## config.mk

```make
export PLATFORM = sky130hd
export DESIGN_NAME = wo_i2c_target
export DESIGN_NICKNAME = d
export VERILOG_FILES = /design/src/rtl/wo_i2c_pkg.sv /design/src/rtl/wo_i2c_line_sync.sv /design/src/rtl/wo_i2c_engine.sv /design/src/rtl/wo_i2c_target.sv
export SDC_FILE = /design/constraint.sdc
export NUM_CORES = 1
export LEC_CHECK = 0
export CORE_ASPECT_RATIO = 1.4
export CORE_MARGIN = 1.5
export CORE_UTILIZATION = 57
export CTS_BUF_LIST = sky130_fd_sc_hd__clkbuf_8
export DETAILED_ROUTE_END_ITERATION = 10
export GPL_ROUTABILITY_DRIVEN = 0
export MAX_ROUTING_LAYER = met4
export PLACE_DENSITY = 0.8
export SETUP_SLACK_MARGIN = 0.4
export SLEW_MARGIN = 40
export SYNTH_ARGS = -nofsm -noshare
export SYNTH_HDL_FRONTEND = slang
export SYNTH_SLANG_ARGS = --single-unit
```

## constraint.sdc

```tcl
create_clock -name clk -period 1.8 [get_ports clk]
set_input_delay 0.18 -clock clk [delete_from_list [all_inputs] [get_ports clk]]
set_output_delay 0.18 -clock clk [all_outputs]
set_load 0.01 [all_outputs]
```

## src/rtl/wo_i2c_pkg.sv

```systemverilog
package wo_i2c_pkg;

   typedef enum logic [2:0] {
      TS_IDLE,
      TS_ADDR,
      TS_ADDR_ACK,
      TS_DATA,
      TS_DATA_ACK,
      TS_PASSIVE
   } tgt_state_e;

endpackage

```

## src/rtl/wo_i2c_line_sync.sv

```systemverilog
module wo_i2c_line_sync #(
   parameter int unsigned STAGES = 2
) (
   input  logic clk,
   input  logic rst_n,
   input  logic pin,
   output logic level,
   output logic rise,
   output logic fall
);
   logic [STAGES-1:0] chain;
   logic              level_d;

   // idle bus level is high, so every stage resets to 1
   for (genvar g = 0; g < STAGES; g++) begin : g_stage
      if (g == 0) begin : g_first
         always_ff @(posedge clk or negedge rst_n)
            if (!rst_n) chain[g] <= 1'b1;
            else        chain[g] <= pin;
      end else begin : g_next
         always_ff @(posedge clk or negedge rst_n)
            if (!rst_n) chain[g] <= 1'b1;
            else        chain[g] <= chain[g-1];
      end
   end

   always_ff @(posedge clk or negedge rst_n)
      if (!rst_n) level_d <= 1'b1;
      else        level_d <= chain[STAGES-1];

   assign level = chain[STAGES-1];
   assign rise  = level & ~level_d;
   assign fall  = ~level & level_d;
endmodule

```

## src/rtl/wo_i2c_engine.sv

```systemverilog
module wo_i2c_engine
   import wo_i2c_pkg::*;
#(
   parameter int unsigned ADDR_W  = 7,
   parameter int unsigned DATA_W  = 8,
   parameter logic [ADDR_W-2:0] ADDR_HI = '1
) (
   input  logic              clk,
   input  logic              rst_n,
   input  logic              scl_rise,
   input  logic              scl_fall,
   input  logic              sda_lvl,
   input  logic              start_hit,
   input  logic              stop_hit,
   input  logic              addr_lsb,
   output logic              sda_pull,
   output logic [DATA_W-1:0] byte_out,
   output logic              byte_stb
);
   localparam int unsigned FRAME_W = ADDR_W + 1;
   localparam int unsigned SH_W    = (DATA_W > FRAME_W) ? DATA_W : FRAME_W;
   localparam int unsigned CNT_W   = $clog2(SH_W + 1);
   localparam logic [CNT_W-1:0] FRAME_CNT = CNT_W'(FRAME_W);
   localparam logic [CNT_W-1:0] DATA_CNT  = CNT_W'(DATA_W);

   tgt_state_e        state;
   logic [SH_W-1:0]   shreg;
   logic [CNT_W-1:0]  nbits;
   logic [ADDR_W-1:0] own_addr;
   logic              addr_ok;

   assign own_addr = {ADDR_HI, addr_lsb};
   // shreg[0] holds the direction bit once a full frame is in
   assign addr_ok  = (shreg[FRAME_W-1:1] == own_addr) && !shreg[0];

   always_ff @(posedge clk or negedge rst_n) begin
      if (!rst_n) begin
         state    <= TS_IDLE;
         shreg    <= '0;
         nbits    <= '0;
         sda_pull <= 1'b0;
         byte_out <= '0;
         byte_stb <= 1'b0;
      end else begin
         byte_stb <= 1'b0;
         if (stop_hit) begin
            state    <= TS_IDLE;
            sda_pull <= 1'b0;
         end else if (start_hit) begin
            state    <= TS_ADDR;
            nbits    <= '0;
            sda_pull <= 1'b0;
         end else begin
            unique case (state)
               TS_ADDR: begin
                  if (scl_rise && nbits < FRAME_CNT) begin
                     shreg <= {shreg[SH_W-2:0], sda_lvl};
                     nbits <= nbits + 1'b1;
                  end else if (scl_fall && nbits == FRAME_CNT) begin
                     if (addr_ok) begin
                        sda_pull <= 1'b1;
                        state    <= TS_ADDR_ACK;
                     end else begin
                        state    <= TS_PASSIVE;
                     end
                  end
               end
               TS_ADDR_ACK: begin
                  if (scl_fall) begin
                     sda_pull <= 1'b0;
                     nbits    <= '0;
                     state    <= TS_DATA;
                  end
               end
               TS_DATA: begin
                  if (scl_rise && nbits < DATA_CNT) begin
                     shreg <= {shreg[SH_W-2:0], sda_lvl};
                     nbits <= nbits + 1'b1;
                  end else if (scl_fall && nbits == DATA_CNT) begin
                     sda_pull <= 1'b1;
                     byte_out <= shreg[DATA_W-1:0];
                     byte_stb <= 1'b1;
                     state    <= TS_DATA_ACK;
                  end
               end
               TS_DATA_ACK: begin
                  if (scl_fall) begin
                     sda_pull <= 1'b0;
                     state    <= TS_PASSIVE;
                  end
               end
               default: ;
            endcase
         end
      end
   end
endmodule

```

## src/rtl/wo_i2c_target.sv

```systemverilog
module wo_i2c_target #(
   parameter int unsigned ADDR_W      = 7,
   parameter int unsigned DATA_W      = 8,
   parameter int unsigned SYNC_STAGES = 2,
   parameter logic [ADDR_W-2:0] ADDR_HI = 6'b111110
) (
   input  logic              clk,
   input  logic              rst_n,
   input  logic              scl_in,
   input  logic              sda_in,
   input  logic              addr_lsb,
   output logic              sda_pull,
   output logic [DATA_W-1:0] byte_out,
   output logic              byte_stb
);
   if (SYNC_STAGES < 2) begin : g_bad_sync
      $error("SYNC_STAGES must be at least 2");
   end
   if (ADDR_W < 2 || DATA_W < 2) begin : g_bad_width
      $error("ADDR_W and DATA_W must be at least 2");
   end

   logic scl_lvl, scl_rise, scl_fall;
   logic sda_lvl, sda_rise, sda_fall;
   logic start_hit, stop_hit;

   wo_i2c_line_sync #(.STAGES(SYNC_STAGES)) u_scl_sync (
      .clk(clk), .rst_n(rst_n), .pin(scl_in),
      .level(scl_lvl), .rise(scl_rise), .fall(scl_fall)
   );

   wo_i2c_line_sync #(.STAGES(SYNC_STAGES)) u_sda_sync (
      .clk(clk), .rst_n(rst_n), .pin(sda_in),
      .level(sda_lvl), .rise(sda_rise), .fall(sda_fall)
   );

   // bus conditions: SDA moving while SCL is held high
   assign start_hit = sda_fall & scl_lvl;
   assign stop_hit  = sda_rise & scl_lvl;

   wo_i2c_engine #(
      .ADDR_W(ADDR_W), .DATA_W(DATA_W), .ADDR_HI(ADDR_HI)
   ) u_engine (
      .clk(clk), .rst_n(rst_n),
      .scl_rise(scl_rise), .scl_fall(scl_fall), .sda_lvl(sda_lvl),
      .start_hit(start_hit), .stop_hit(stop_hit), .addr_lsb(addr_lsb),
      .sda_pull(sda_pull), .byte_out(byte_out), .byte_stb(byte_stb)
   );
endmodule

```

==> impl_metrics.csv <==
group,metric,value,unit
hold_path,worstHoldPathType,"in -> async",
clocking,cts-htree-levels,2,
place,post_dp_cell_area,1650,µm²
worst_setup_path,critPathMaxStageDelay,570,ps
global_route,grt_start_max_net_pins,32,
synthesis,ys_top_cells_by_count,"dfrtp_1 (25), mux2_1 (8), mux2_2 (8)",
pwr,power_per_cell_area,781,nW/µm²
timing,post-route-worst-setup-slack,132,ps
worst_setup_path,regToRegEndpoint,"u_engine.byte_out[0]",
global_route,grt_first_pass_wirelength,5090,µm
die,dieArea,2760,µm²
synthesis,synth_top_cell_by_area,"dfrtp_1",
worst_setup_path,path_max_fanout,4,
routing,ant_nets,0,
clocking,tritoncts_clock_tree,"done",
synthesis,mean_syn_cell_area,12.6,µm²
finish,finish.utilization,84.3,%
synthesis,yosysWarnings,0,
synthesis,synth-seq-cells,31,
finish,insertedDiodeCount,0,
timing,worst_clock_skew,6.33,ps
synthesis,netlist_top_cells_area,"dfrtp_1 (45%), dfstp_2 (11%), mux2_1 (6.4%)",
routing,route.vias.total,1125,
die,die_height,61.6,µm
synthesis,netlist.area_leader.share,44.7,%
routing,avgViaCountPerCell,6.36,
finish,final_area,1990,µm²
worst_setup_path,worst_setup_path_startpoint,"u_sda_sync.level_d",
place,detailed_place_hpwl,1960,µm
clocking,clkLatencyLatePin,290,ps
finish,layout_area_overhead,42.6,%
worst_setup_path,critical_path.endpoint_type,"flip-flop",
global_route,globalRouteTotalUtil,28.3,%
place,buffer_ports.inserted,14,
timing,fin_crit_sh,92.6,%
worst_setup_path,cp.depth,5,
routing,post_drt_wl_per_cell,21.6,µm
outcome,status,"completed",
timing,final_hold_viol_count,0,
global_route,antenna_found_initial,0,
die,num_io_pins,15,
worst_setup_path,r2r-start,"u_sda_sync.level_d",
die,initial_core_util,59.2,%
timing,hold_slack,272,ps
place,pre_cts_slack,47.2,ps
die,floorplan.core_area,2360,µm²
worst_setup_path,path_buf_inv,0,
clocking,cts.path.max_buffers,2,
synthesis,synth_area,1400,µm²
worst_setup_path,reg2reg_setup_slack,130,ps
timing,post_layout_minimum_cycle_time,1670,ps
routing,finalWirelength,3820,µm
finish,drive_above_1_share,42.9,%
die,std_cell_rows,21,
pwr,leakage,1.02,nW
timing,timing.max_slew.rel_slack,69.5,%
worst_setup_path,path_class,"reg -> reg",
timing,fin_tns_setup,0,ps
flow_run,maxCapViolations,0,
timing,fmaxAchievable,0.600,GHz
clocking,number_of_buffers_created_by_cts,5,
die,die_w,44.9,µm
timing,max_slew.worst_pin.slew,456,ps
finish,layout.nets,160,
synthesis,synth.yosys.seq_area_share,56.0,%
synthesis,async_reset_ff_share,100,%
synthesis,syn-instance-count,111,
worst_setup_path,critPathSlowestCell,"dfstp_2",
worst_setup_path,cp_data_arrival_time,1850,ps
global_route,first_global_vias,1063,
routing,drt_first_iter_violations,34,
timing,timing.final.setup_violations,0,
worst_setup_path,setup.worst_path.start_class,"flip-flop",
timing,rsz0062_at_grt,"true",
worst_setup_path,worstSetupEndpoint,"u_engine.byte_out[0]",
routing,firstDrtPassIters,4,
synthesis,synth_most_common_cell,"dfrtp_1",
synthesis,synth_top_flop_cell,"dfrtp_1",
clocking,worst_setup_hold_path_clk_slew,70,ps
routing,drc_errors,0,
clocking,clock_root_buffer_master,"clkbuf_8",
worst_setup_path,r2r.worst_path.cells,5,
worst_setup_path,critical-path-top-delay-family,"flip-flops",
synthesis,net_count_after_synthesis,118,
clocking,clock_sinks,31,
synthesis,synth_cell_type_count,37,
synthesis,count_of_flip_flops_with_a_built_in_enable_after_synthesis,0,
pwr,power.ir.vdd_worst,1110,µV
global_route,global_route.overflow_total,0,
timing,slew_viol_final,0,
worst_setup_path,timing.critical_path.required,1980,ps
worst_setup_path,cells_traversed_along_the_worst_timing_path,"xor2_2 > a21oi_4 > and3_4 > nand2_4 > mux2_4",
[placed cells by master, fill, tap and decap left out, types with 3 or more instances in the layout]
master and count:
dlymetal6s2s_1 3, clkbuf_8 5, clkdlybuf4s50_1 11, nor2_1 5, mux2_4 10, dfstp_2 6
buf_6 5, inv_1 7, mux2_1 6, nand2_1 6, dfrtp_1 24, nand4_1 3
buf_4 15
[per-stage QoR]
stage | power, mW | instances
2_1_floorplan | 0.875 | 111
3_3_place_gp | 0.927 | 152
3_5_place_dp | 0.934 | 152
4_1_cts | 1.49 | 171
5_1_grt | 1.61 | 177
6_report | 1.56 | 177
[how the worst min path moves through the flow]
stage	startpoint	end	cells after the start
after detailed placement	u_sda_sync.chain[0]	u_sda_sync.level	0
after global routing	sda_in	u_sda_sync.chain[0]	1
after floorplan	rst_n	u_engine.byte_out[0]	0
final	rst_n	u_engine.byte_out[0]	2
after global placement	u_sda_sync.chain[0]	u_sda_sync.level	0
after CTS	rst_n	u_engine.nbits[1]	2
[power breakdown]
group / switching, mW / internal (mW)
registers: 0.0465 / 0.738
logic: 0.116 / 0.124
clock network: 0.269 / 0.264
[cell families (layout without fill, tap and decap cells)]
kind of cell	Yosys count	after routing	share of synthesized area [%]
simple gates	32	34	14.0
flops	31	31	56.0
compound gates	18	18	9.93
mux	18	18	14.3
buf+inv	7	48	2.15
xor+xnor	3	3	1.88
fa+ha+maj	2	2	1.79
[flip-flops by register name (all words and copies together), names as in the netlist, 3 cells and up]
name	flops
u_engine.byte_out	8
u_engine.nbits	4
u_engine.shreg	8
u_engine.state	3
[layer usage]
| layer | up-vias | wire length [µm] | GRT usage [%] |
|---|---|---|---|
| li1 | 488 | - | - |
| met1 | 572 | 1410 | 28.8 |
| met2 | 49 | 2070 | 46.4 |
| met3 | 16 | 202 | 7.92 |
| met4 | 0 | 140 | 19.7 |
| met5 | - | 0 | - |
[area by class of cell]
class	count	area (µm²)
clock buffers	5	68.8
repair buffers	34	317
multi-input cells	75	757
flip-flops and latches	31	785
inverters	6	22.5
well taps	23	28.8
fillers	107	370
clock inverters	3	16.3
[what timing repair did]
| action | in CTS | in global routing |
|---|---|---|
| buffers inserted | 10 | 5 |
| hold buffers | 0 | 0 |
| resized for setup | 4 | 29 |
| setup endpoints to repair | 24 | 28 |
| gates cloned | 1 | 1 |
| pin swaps | 3 | 7 |
No activity file was read; power rests on OpenSTA's default activity.
